--- src/rtl/mbox_bank_pkg.sv ---
// Package: shared sizes, address map and read-source type for the mailbox bank.
// Assumes a byte-addressed 32-bit register port with word-aligned registers.
package mbox_bank_pkg;
    localparam int CORES      = 4;
    localparam int SLOTS      = 4;
    localparam int DATA_W     = 32;
    localparam int ADDR_W     = 8;
    localparam int BE_W       = DATA_W / 8;
    localparam int N_MBOX     = CORES * SLOTS;
    localparam int CTL_W      = 2 * SLOTS;
    localparam int CTL_BASE   = 'h50;
    localparam int SET_BASE   = 'h80;
    localparam int CLR_BASE   = SET_BASE + 4 * N_MBOX;

    typedef enum logic [1:0] {
        RD_NONE = 2'd0,
        RD_MBOX = 2'd1,
        RD_CTRL = 2'd2
    } rd_kind_e;
endpackage

--- src/rtl/mbox_decode.sv ---
// Module: address decoder for the mailbox bank.
// Turns one bus access into one-hot write strobes and a read source.
// Assumes the windows do not overlap. Rejects partial-width or unaligned
// accesses, and addresses outside the windows.
module mbox_decode
    import mbox_bank_pkg::*;
#(
    parameter int A_W     = ADDR_W,
    parameter int NB      = BE_W,
    parameter int NMB     = N_MBOX,
    parameter int NCORE   = CORES,
    parameter int B_CTL   = CTL_BASE,
    parameter int B_SET   = SET_BASE,
    parameter int B_CLR   = CLR_BASE,
    localparam int IDX_W  = $clog2(NMB)
) (
    input  logic             req,
    input  logic             we,
    input  logic [NB-1:0]    be,
    input  logic [A_W-1:0]   addr,
    output logic [NMB-1:0]   set_hit,
    output logic [NMB-1:0]   clr_hit,
    output logic [NCORE-1:0] ctl_hit,
    output rd_kind_e         rd_kind,
    output logic [IDX_W-1:0] rd_idx
);
    localparam int SET_END = B_SET + 4 * NMB;
    localparam int CLR_END = B_CLR + 4 * NMB;
    localparam int CTL_END = B_CTL + 4 * NCORE;

    logic ok;
    int   a;
    logic in_set, in_clr, in_ctl;
    logic [IDX_W-1:0] set_idx, clr_idx, ctl_idx;

    // Classify the address and compute the word index inside each window.
    always_comb begin
        ok      = req && (&be) && (addr[1:0] == 2'b00);
        a       = int'(addr);
        in_set  = (a >= B_SET) && (a < SET_END);
        in_clr  = (a >= B_CLR) && (a < CLR_END);
        in_ctl  = (a >= B_CTL) && (a < CTL_END);
        set_idx = IDX_W'((a - B_SET) >> 2);
        clr_idx = IDX_W'((a - B_CLR) >> 2);
        ctl_idx = IDX_W'((a - B_CTL) >> 2);
    end

    // Produce one-hot write strobes for accepted writes.
    always_comb begin
        set_hit = '0;
        clr_hit = '0;
        ctl_hit = '0;
        if (ok && we) begin
            for (int i = 0; i < NMB; i++) begin
                set_hit[i] = in_set && (set_idx == IDX_W'(i));
                clr_hit[i] = in_clr && (clr_idx == IDX_W'(i));
            end
            for (int c = 0; c < NCORE; c++) begin
                ctl_hit[c] = in_ctl && (ctl_idx == IDX_W'(c));
            end
        end
    end

    // Select the read source; the set window and stray addresses read as zero.
    always_comb begin
        rd_kind = RD_NONE;
        rd_idx  = '0;
        if (ok && !we) begin
            if (in_clr) begin
                rd_kind = RD_MBOX;
                rd_idx  = clr_idx;
            end else if (in_ctl) begin
                rd_kind = RD_CTRL;
                rd_idx  = ctl_idx;
            end
        end
    end
endmodule

--- src/rtl/mbox_slot.sv ---
// Module: one mailbox word with OR-set and bit-clear updates.
// Assumes set and clear are never strobed together (single port).
module mbox_slot #(
    parameter int W = 32
) (
    input  logic         clk,
    input  logic         rst_n,
    input  logic         set_en,
    input  logic         clr_en,
    input  logic [W-1:0] wdata,
    output logic [W-1:0] q,
    output logic         pend
);
    // Hold the mailbox word: accumulate on set, knock out bits on clear.
    always_ff @(posedge clk) begin
        if (!rst_n)
            q <= '0;
        else if (set_en)
            q <= q | wdata;
        else if (clr_en)
            q <= q & ~wdata;
    end

    // Pending while any bit is set.
    assign pend = |q;

    assert_reset_clears_R1: assert property (@(posedge clk)
        !rst_n |=> (q == '0));
    assert_set_bits_land_R2: assert property (@(posedge clk) disable iff (!rst_n)
        set_en |=> ((q & $past(wdata)) == $past(wdata)));
    assert_set_keeps_old_R2: assert property (@(posedge clk) disable iff (!rst_n)
        set_en |=> ((q & $past(q)) == $past(q)));
    assert_clear_bits_gone_R3: assert property (@(posedge clk) disable iff (!rst_n)
        (clr_en && !set_en) |=> ((q & $past(wdata)) == '0));
    assert_idle_holds_R9: assert property (@(posedge clk) disable iff (!rst_n)
        (!set_en && !clr_en) |=> $stable(q));
endmodule

--- src/rtl/mbox_steer.sv ---
// Module: per-core delivery steering for that core's mailboxes.
// Low half of ctl enables normal requests, high half enables fast requests.
// A fast enable masks the normal request for the same slot.
module mbox_steer #(
    parameter int S = 4
) (
    input  logic           clk,
    input  logic           rst_n,
    input  logic [S-1:0]   pend,
    input  logic [2*S-1:0] ctl,
    output logic [S-1:0]   irq_o,
    output logic [S-1:0]   fiq_o
);
    logic [S-1:0] irq_en, fiq_en;

    // Split the steering byte into its two enable halves.
    assign irq_en = ctl[S-1:0];
    assign fiq_en = ctl[2*S-1:S];

    // Route each pending slot to fast or normal delivery, fast first.
    always_comb begin
        fiq_o = pend & fiq_en;
        irq_o = pend & irq_en & ~fiq_en;
    end

    assert_no_dual_request_R7: assert property (@(posedge clk) disable iff (!rst_n)
        ((irq_o & fiq_o) == '0));
    assert_request_needs_pending_R6: assert property (@(posedge clk) disable iff (!rst_n)
        (((irq_o | fiq_o) & ~pend) == '0));
endmodule

--- src/rtl/mbox_bank.sv ---
// Module: top of the inter-core mailbox bank.
// Holds per-core steering registers, the mailbox words and a registered
// read port. Drives flat request vectors indexed as core*SLOTS + slot.
// Assumes one bus access per cycle; only full-width aligned accesses count.
module mbox_bank
    import mbox_bank_pkg::*;
#(
    parameter int NUM_CORES = CORES,
    parameter int NUM_SLOTS = SLOTS,
    parameter int DW        = DATA_W,
    parameter int AW        = ADDR_W,
    localparam int NB       = DW / 8,
    localparam int NMB      = NUM_CORES * NUM_SLOTS,
    localparam int CW       = 2 * NUM_SLOTS,
    localparam int IDX_W    = $clog2(NMB),
    localparam int CORE_W   = (NUM_CORES > 1) ? $clog2(NUM_CORES) : 1
) (
    input  logic           clk,
    input  logic           rst_n,
    input  logic           req,
    input  logic           we,
    input  logic [NB-1:0]  be,
    input  logic [AW-1:0]  addr,
    input  logic [DW-1:0]  wdata,
    output logic [DW-1:0]  rdata,
    output logic [NMB-1:0] irq_req,
    output logic [NMB-1:0] fiq_req
);
    logic [NMB-1:0]       set_hit, clr_hit, pend;
    logic [NUM_CORES-1:0] ctl_hit;
    rd_kind_e             rd_kind;
    logic [IDX_W-1:0]     rd_idx;
    logic [DW-1:0]        mbox_q [NMB];
    logic [CW-1:0]        ctl_q  [NUM_CORES];
    logic [DW-1:0]        rd_val;

    mbox_decode #(
        .A_W(AW), .NB(NB), .NMB(NMB), .NCORE(NUM_CORES),
        .B_CTL(CTL_BASE), .B_SET(SET_BASE), .B_CLR(SET_BASE + 4 * NMB)
    ) u_dec (
        .req(req), .we(we), .be(be), .addr(addr),
        .set_hit(set_hit), .clr_hit(clr_hit), .ctl_hit(ctl_hit),
        .rd_kind(rd_kind), .rd_idx(rd_idx)
    );

    for (genvar i = 0; i < NMB; i++) begin : g_mbox
        mbox_slot #(.W(DW)) u_slot (
            .clk(clk), .rst_n(rst_n),
            .set_en(set_hit[i]), .clr_en(clr_hit[i]),
            .wdata(wdata), .q(mbox_q[i]), .pend(pend[i])
        );
    end

    for (genvar c = 0; c < NUM_CORES; c++) begin : g_core
        // Steering register of core c: keep only the low CW bits of a write.
        always_ff @(posedge clk) begin
            if (!rst_n)
                ctl_q[c] <= '0;
            else if (ctl_hit[c])
                ctl_q[c] <= wdata[CW-1:0];
        end

        mbox_steer #(.S(NUM_SLOTS)) u_steer (
            .clk(clk), .rst_n(rst_n),
            .pend(pend[c*NUM_SLOTS +: NUM_SLOTS]),
            .ctl(ctl_q[c]),
            .irq_o(irq_req[c*NUM_SLOTS +: NUM_SLOTS]),
            .fiq_o(fiq_req[c*NUM_SLOTS +: NUM_SLOTS])
        );

        assert_ctl_holds_R5: assert property (@(posedge clk) disable iff (!rst_n)
            !ctl_hit[c] |=> $stable(ctl_q[c]));
    end

    // Pick the word a read returns.
    always_comb begin
        case (rd_kind)
            RD_MBOX: rd_val = mbox_q[rd_idx];
            RD_CTRL: rd_val = DW'(ctl_q[rd_idx[CORE_W-1:0]]);
            default: rd_val = '0;
        endcase
    end

    // Register read data on every read request; hold it otherwise.
    always_ff @(posedge clk) begin
        if (!rst_n)
            rdata <= '0;
        else if (req && !we)
            rdata <= rd_val;
    end

    assert_single_strobe_R8: assert property (@(posedge clk) disable iff (!rst_n)
        $onehot0({set_hit, clr_hit, ctl_hit}));
    assert_partial_write_inert_R8: assert property (@(posedge clk) disable iff (!rst_n)
        (req && we && (be != '1)) |-> ((set_hit == '0) && (clr_hit == '0) && (ctl_hit == '0)));
    assert_rejected_read_zero_R8: assert property (@(posedge clk) disable iff (!rst_n)
        (req && !we && (be != '1)) |=> (rdata == '0));
endmodule

--- config.mk ---
export PLATFORM = sky130hd
export DESIGN_NAME = mbox_bank
export DESIGN_NICKNAME = d
export VERILOG_FILES = /design/src/rtl/mbox_bank_pkg.sv /design/src/rtl/mbox_decode.sv /design/src/rtl/mbox_slot.sv /design/src/rtl/mbox_steer.sv /design/src/rtl/mbox_bank.sv
export SDC_FILE = /design/constraint.sdc
export NUM_CORES = 1
export LEC_CHECK = 0
export BUFFER_PORTS_ARGS = -buffer_cell sky130_fd_sc_hd__buf_2
export CORE_UTILIZATION = 30
export CTS_CLUSTER_DIAMETER = 80
export CTS_CLUSTER_SIZE = 16
export DETAILED_ROUTE_END_ITERATION = 16
export GPL_ROUTABILITY_DRIVEN = 0
export PLACE_DENSITY_LB_ADDON = 0.05
export SLEW_MARGIN = 20
export SYNTH_ARGS = -nofsm -noshare
export SYNTH_HDL_FRONTEND = slang
export SYNTH_SLANG_ARGS = --single-unit
--- constraint.sdc ---
create_clock -name clk -period 4.44 [get_ports clk]
set_input_delay 0.888 -clock clk [delete_from_list [all_inputs] [get_ports clk]]
set_output_delay 0.888 -clock clk [all_outputs]
set_load 0.01 [all_outputs]
Yosys cells after proc, flatten, opt, wreduce, memory -nomap -nowiden
Memories as Yosys holds them, arrays and structs flattened.
Index checks and enable logic that the tools add are counted.
{"block": "classes", "n_addsub": 3, "magnitude_cmp": 6, "eq_ne": 35, "muxes": 62, "n_bitwise": 54, "n_reduce_logical": 81}
{"operator": "two-way mux 32 bit", "count": 34}
{"operator": "AND 32 bit", "count": 16}
{"operator": "bitwise OR 32 bit", "count": 16}
{"operator": "OR reduction 32 bit", "count": 16}
{"operator": "binary-select mux 32 bit (select 4 bit)", "count": 1}
{"operator": "equality test 4 bit, second input constant", "count": 16}
{"operator": "case mux 32 bit (2 select lines)", "count": 1}
{"operator": "AND 4 bit", "count": 12}
{"operator": "logical AND 1 bit", "count": 43}
{"operator": "equality test 4 x 3 -> 1 bit, second input constant", "count": 8}
{"operator": "two-way mux 16 bit", "count": 2}
{"operator": "two-way mux 8 bit", "count": 4}
{"operator": "inverter 32 bit", "count": 1}
{"operator": "nonzero test 2 bit", "count": 16}
{"operator": "equality test 4 x 2 -> 1 bit, second input constant", "count": 6}
{"operator": ">= comparator 8 bit, second input constant", "count": 2}
{"operator": "two-way mux 4 bit", "count": 4}
{"operator": "inverter 4 bit", "count": 4}
{"operator": "two-way mux 1 bit", "count": 13}
{"operator": "equality test 4 x 1 -> 1 bit, second input constant", "count": 3}
{"operator": "zero test 4 bit", "count": 3}
{"operator": "subtractor 6 x 1 -> 6 bit, second input constant", "count": 2}
{"operator": ">= comparator 8 x 7 -> 1 bit, second input constant", "count": 1}
{"operator": "less-than comparator 8 x 7 -> 1 bit, second input constant", "count": 1}
{"operator": "11 further kinds", "count": 16}
{"block": "word_totals", "ff_bits": 544, "ram_bits": 32, "inputBits": 48, "out_inout_bits": 64, "word_cells": 259, "n_memories": 1}
{"name": "ctl_q", "words": 4, "width": 8, "rd": 5, "rd_clocked_by_memory_dff": 0, "write_ports": 4, "line_no": "mbox_bank.sv:34", "rtl": "logic [CW-1:0] ctl_q [NUM_CORES];"}

Logic depth before layout (Yosys ltp)
Gate-level depths: netlist of run 1.
{"block": "logic_depth", "depth_word": 10, "depth_mapped": 16, "ltp_nobuf": 13}

By module
A second synthesis of run 1 with hierarchy kept.
{"block": "hier_totals", "hier_cells": 2954, "area_unflattened_um2": 28292.1}
{"mod": "mbox_slot", "n_inst": 16, "cells_per_inst": 148, "area_per_inst_um2": 1317.5, "seq_area_each_um2": 640.6}
{"mod": "mbox_bank", "n_inst": 1, "cells_per_inst": 471, "area_per_inst_um2": 6517.5, "seq_area_each_um2": 1601.5}
{"mod": "mbox_decode", "n_inst": 1, "cells_per_inst": 83, "area_per_inst_um2": 434.2, "seq_area_each_um2": 0.0}
{"mod": "mbox_steer", "n_inst": 4, "cells_per_inst": 8, "area_per_inst_um2": 65.1, "seq_area_each_um2": 0.0}

Worst setup path after synthesis of run 1
No wires, ideal clock.
{"block": "synth_path", "path_type": "input to register", "startpoint": "input port addr[6]", "endpoint": "register rdata[10]", "setup_time_ns": 0.063, "arrival_ns": 3.613, "t_required_ns": 4.377, "slack_ns": 0.764, "cell_stages": 16, "path_buffers": 5, "path_cell_list": "buf_2 nand4_1 nor3_1 clkbuf_1 clkbuf_1 buf_2 nand2_1 inv_1 ha_1 nor2_1 and3_1 nand2_1 nor2_1 clkbuf_1 nand3_1 nand3_1"}
{"block": "synth_between", "elab_chain_len": 10, "word_cells_on_any_way": 17, "cone_classes": "3 x order compare; 2 x eq/ne; 10 x mux; 1 x bitwise; 1 x reduce/logical"}
{"item": "start, declared", "line_no": "mbox_bank.sv:23", "rtl": "input logic [AW-1:0] addr,"}
{"item": ">= comparator 8 x 7 -> 1 bit / less-than comparator 8 x 7 -> 1 bit (equally long branches)", "line_no": "mbox_decode.sv:42", "rtl": "in_ctl = (a >= B_CTL) && (a < CTL_END);"}
{"item": "logical AND 1 bit", "line_no": "mbox_decode.sv:42"}
{"item": "two-way mux 4 bit", "line_no": "mbox_decode.sv:72", "rtl": "end else if (in_ctl) begin"}
{"item": "two-way mux 4 bit", "line_no": "mbox_decode.sv:69", "rtl": "if (in_clr) begin"}
{"item": "two-way mux 4 bit", "line_no": "mbox_decode.sv:68", "rtl": "if (ok && !we) begin"}
{"item": "inverter 4 -> 5 bit (implied by the code)", "line_no": "mbox_bank.sv:78", "rtl": "RD_MBOX: rd_val = mbox_q[rd_idx];"}
{"item": "binary-select mux 32 bit (select 4 bit)", "line_no": "mbox_bank.sv:78"}
{"item": "two-way mux 32 bit (implied by the code) (2 in series)", "line_no": "mbox_bank.sv:78"}
{"item": "case mux 32 bit (2 select lines) (*)", "line_no": "mbox_bank.sv:77", "rtl": "case (rd_kind)"}
{"item": "end signal, assigned", "line_no": "mbox_bank.sv:89", "rtl": "rdata <= rd_val;"}
{"item": "end, declared", "line_no": "mbox_bank.sv:25", "rtl": "output logic [DW-1:0] rdata,"}
Mark *: on every way between the ends. The rest lies on a longest branch, timed or not. The select of a mux whose other input is x is not followed.
A chain may end at the register's enable or synchronous reset.

==> results of run 1 <==
## per-layer routing
metal | wire length (um) | GRT usage
met4 | 3480 | 0.0714
met5 | 0 | 0
met1 | 66300 | 0.402
met2 | 63500 | 0.449
met3 | 8350 | 0.0349
## kinds of logic (layout without fill, tap and decap cells)
logic type | after synthesis | count (layout) | share of synthesized area
other | 0 | 8 | 0
buffers and inverters | 353 | 274 | 0.0484
AND/OR/NAND/NOR | 2489 | 2489 | 0.391
adder cells (fa/ha/maj) | 6 | 6 | 0.00257
multiplexers | 55 | 55 | 0.0198
XOR/XNOR | 1 | 1 | 0.000300
flip-flops | 576 | 576 | 0.406
AO/OA/AOI/OAI | 675 | 675 | 0.132
## final cells by class
cell class	count	area (um^2)
Fill cell	10300	64100
Multi-Input combinational cell	3226	16000
Sequential cell	576	11900
Tap cell	1276	1600
Clock buffer	65	1420
Timing Repair Buffer	185	1290
Clock inverter	17	303
Inverter	7	28.8
Antenna cell	8	20.0
## through the flow
step | hold slack [ns] | util
global route | 0.508 | 0.336
CTS | 0.487 | 0.336
finish | 0.521 | 0.336
floorplan | 0.444 | -
global placement | 0.499 | 0.318
detailed placement | 0.507 | 0.318
## cells in the mapped netlist, types with 42 or more instances
library cell  count
nand2_1        1294
dfxtp_1         544
and2_1          430
o21ai_0         393
nor2_1          290
clkbuf_1        273
nand3_1         223
a21oi_1         145
nor4_1          130
mux2i_1          50
nand4_1          47
buf_2            42
## critical path, delay by kind of cell (launching register included)
kind,cells,cell delay [ns]
buf+inv,1,0.15
flops,1,0.34
simple gates,4,1.89
## worst max-delay path by stage
stage          startpoint  slack, ns  cells past startpoint         end
2_1_floorplan     addr[6]       0.76                     16   rdata[10]
3_3_place_gp      addr[5]       0.47                     11   rdata[25]
3_5_place_dp      addr[5]       0.42                     11   rdata[25]
4_1_cts         flip-flop       0.58                      5  irq_req[0]
5_1_grt         flip-flop       0.58                      5  irq_req[0]
6_report        flip-flop       0.51                      5  irq_req[0]
## where the power goes
part | leakage, nW | internal (mW) | switching [mW]
Combinational | 5.81 | 0.0673 | 0.424
Sequential | 4.68 | 5.22 | 0.0244
Clock | 0.839 | 2.67 | 2.28
==> flow_metrics.tcl, run 1 <==
set metrics [dict create \
    avgSynthCellArea_um2 7.02 \
    finalSetupTns_ns 0 \
    drt_iter0_markers 2726 \
    synth-main-ff-cell "dfxtp_1" \
    vias_per_cell 5.26 \
    postPlaceCellArea_um2 30700 \
    htreeDepth 2 \
    slew_headroom 0.251 \
    status "completed" \
    die_w_um 314 \
    cts_num_sinks 576 \
    dp.cells 5270 \
    mappedNetlistNets 4209 \
    drc_errors 0 \
    start_kind "flip-flop" \
    final-hold-violation-count 0 \
    detail_route.wl_per_cell_um 26.4 \
    crit_chain "nor4_1 -> nand4_1 -> nor2_1 -> nor3b_1 -> buf_2" \
    synth-seq-area-share 0.406 \
    slowest_stage "nor4_1" \
    drtPass1Iterations 6 \
    post-dp-hpwl_um 99700 \
    final_antenna_net_count 0 \
    ir_drop_v 0.000279 \
    cts.clk_slew.worst_paths_ns 0.08 \
    synth_area_um2 29200 \
    skew_ns 0.0319 \
    period_share 0.885 \
    area_growth_pct 11.3 \
    overflow 0 \
    cp_max_fo 3 \
    finalSetupViolations 0 \
    clk_latency_ns 0.67 \
    antenna_found_initial 8 \
    cts_setup_buffers 0 \
    cts-hold-fix-buffers 0 \
    grt_max_degree 187 \
    track_usage 0.282 \
    final_common_cell "nand2_1" \
    setup.worst_path.class "reg -> out" \
    reg2reg_depth 5 \
    core_um2 96600 \
    num_io_pins 112 \
    postLayoutCellArea_um2 32500 \
    hold_path_depth 2 \
    drive_above_1_share 0.0719 \
    via_count 28200 \
    drt-total-wl_um 142000 \
    critPathArrivalTime_ns 3.04 \
    postCtsResizedCells 0 \
    async_flop_share 0 \
    power_mw 10.7 \
    grt_setup_unrepaired "false" \
    synth_top_area_frac 0.373 \
    cap_violations 0 \
    holdCritPathClass "in -> reg" \
    leakage_nw 11.3 \
    fmax_mhz 255 \
    clock_path_buffers 3 \
    regToRegEndpoint "rdata[30]" \
    final_cells 5360 \
    ctsRootBufferMaster "clkbuf_16" \
    io_buffers 111 \
    mostFrequentLayoutCells "1294 x nand2_1, 544 x dfxtp_1, 430 x and2_1" \
    die-area_um2 98500 \
    cts_buffers 48 \
    fp.dieH_um 314 \
    rrSetupSlack_ns 2.85 \
    netlist_top_cells_area "dfxtp_1 37%, nand2_1 17%, and2_1 9.2%" \
    rows 114 \
    min_from "rst_n" \
    post-place-ws_ns 0.423 \
    yosys.area.top_type "dfxtp_1" \
    worstPathRequired_ns 3.55 \
    ys_types 55 \
    grt_pass1_vias 26100 \
    synth_cells 4155 \
    grt_pass1_wl_um 203000 \
    period_needed_ns 3.93 \
    cp-end-kind "output pin" \
    slew_violations 0 \
    synth_edf_count 32 \
    tightest_slew_ns 1.12 \
    max_stage_delay_ns 0.71 \
    fin_nets 4098 \
    start_util 0.302 \
    setup_ws_ns 0.511 \
    cts_tree "done" \
    synth_seq_cells 576 \
    yosys_warnings 0 \
    powerDensity_nw_per_um2 329 \
]
Note: power is estimated with default switching activity, not from simulation.
==> run 2: changes to the inputs <==
--- a/config.mk
+++ b/config.mk
@@ -11,7 +11,6 @@
 export CTS_CLUSTER_SIZE = 16
 export DETAILED_ROUTE_END_ITERATION = 16
 export GPL_ROUTABILITY_DRIVEN = 0
-export PLACE_DENSITY_LB_ADDON = 0.05
 export SLEW_MARGIN = 20
 export SYNTH_ARGS = -nofsm -noshare
 export SYNTH_HDL_FRONTEND = slang
==> flow_metrics.tcl, run 2 (same netlist as run 1, synthesis figures left out) <==
set metrics [dict create \
    powerDensity_nw_per_um2 293 \
    critPathArrivalTime_ns 2.75 \
    track_usage 0.235 \
    cts-hold-fix-buffers 0 \
    start_util 0.302 \
    mostFrequentLayoutCells "1294 x nand2_1, 544 x dfxtp_1, 430 x and2_1" \
    drive_above_1_share 0.0645 \
    max_stage_delay_ns 0.62 \
    leakage_nw 11.0 \
    cp_max_fo 3 \
    area_growth_pct 9.12 \
    io_buffers 111 \
    cts_tree "done" \
    ir_drop_v 0.000227 \
    worstPathRequired_ns 3.55 \
    ctsRootBufferMaster "clkbuf_16" \
    drt_iter0_markers 3703 \
    post-dp-hpwl_um 83200 \
    fp.dieH_um 314 \
    fmax_mhz 275 \
    drc_errors 0 \
    slowest_stage "nor4_1" \
    grt_pass1_vias 25600 \
    rows 114 \
    overflow 0 \
    clk_latency_ns 0.60 \
    cts_setup_buffers 0 \
    cts_num_sinks 576 \
    final-hold-violation-count 0 \
    detail_route.wl_per_cell_um 22.4 \
    slew_violations 0 \
    slew_headroom 0.211 \
    dp.cells 5269 \
    fin_nets 4092 \
    drtPass1Iterations 5 \
    grt_setup_unrepaired "false" \
    antenna_found_initial 24 \
    tightest_slew_ns 1.18 \
    crit_chain "nor4_1 -> nand4_1 -> nor2_1 -> nor3b_1 -> buf_2" \
    power_mw 9.32 \
    skew_ns 0.0261 \
    vias_per_cell 5.40 \
    cap_violations 0 \
    final_cells 5321 \
    start_kind "flip-flop" \
    die-area_um2 98500 \
    htreeDepth 2 \
    cp-end-kind "output pin" \
    num_io_pins 112 \
    via_count 28700 \
    status "completed" \
    grt_pass1_wl_um 175000 \
    postCtsResizedCells 0 \
    period_share 0.819 \
    die_w_um 314 \
    drt-total-wl_um 119000 \
    clock_path_buffers 3 \
    finalSetupTns_ns 0 \
    grt_max_degree 272 \
    holdCritPathClass "reg -> reg" \
    final_antenna_net_count 0 \
    postLayoutCellArea_um2 31800 \
    period_needed_ns 3.64 \
    final_common_cell "nand2_1" \
    setup.worst_path.class "reg -> out" \
    core_um2 96600 \
    postPlaceCellArea_um2 30700 \
    finalSetupViolations 0 \
    cts_buffers 41 \
    cts.clk_slew.worst_paths_ns 0.07 \
]
==> run 2: changes by cell type in the layout (fill, tap and decap cells not counted), moves of 2 or more <==
cell,before,now
diode_2,8,1
bufinv_16,7,0
clkbuf_16,52,43
clkinv_2,2,0
buf_12,13,9
buf_16,0,2
clkbuf_8,7,0
clkinvlp_4,2,0
buf_4,61,64
==> run 2: final cells by class <==
| class | count | area (um^2) |
|---|---|---|
| repair buffers | 186 | 1290 |
| flip-flops and latches | 576 | 11900 |
| inverters | 7 | 28.8 |
| clock buffers | 48 | 1090 |
| diodes | 1 | 2.50 |
| multi-input cells | 3226 | 16000 |
| well taps | 1276 | 1600 |
| fillers | 10100 | 64700 |
| clock inverters | 1 | 8.76 |
==> run 2: critical path, delay by kind of cell, from the launching register on <==
family,cells,cell delay [ns]
buf+inv,1,0.20
simple gates,4,1.60
flops,1,0.34
==> run 2: routing by layer <==
layer | track usage | wire length (um)
met3 | 0.0381 | 10900
met1 | 0.328 | 51300
met2 | 0.367 | 52500
met4 | 0.0772 | 4540
met5 | 0 | 57
==> run 2: worst paths after layout <==
path,start,to,slack [ns],depth (start not counted)
max,flip-flop,irq_req[8],0.80,5
min,flip-flop,flip-flop,0.52,2
max reg2reg,flip-flop,rdata[1],2.69,5
min reg2reg,flip-flop,flip-flop,0.52,2
==> run 2: through the flow <==
stage           util  setup WS, ns  hold WS (ns)
5_1_grt        0.330         0.726         0.537
3_3_place_gp   0.318         0.413         0.487
6_report       0.330         0.804         0.520
3_5_place_dp   0.318         0.338         0.499
2_1_floorplan      -         0.764         0.444
4_1_cts        0.329         0.871         0.517
==> run 2: power breakdown <==
part           internal [mW]  switching (mW)
registers               5.22          0.0150
clock network           1.73            1.90
logic                 0.0682           0.380
total                   7.02            2.30
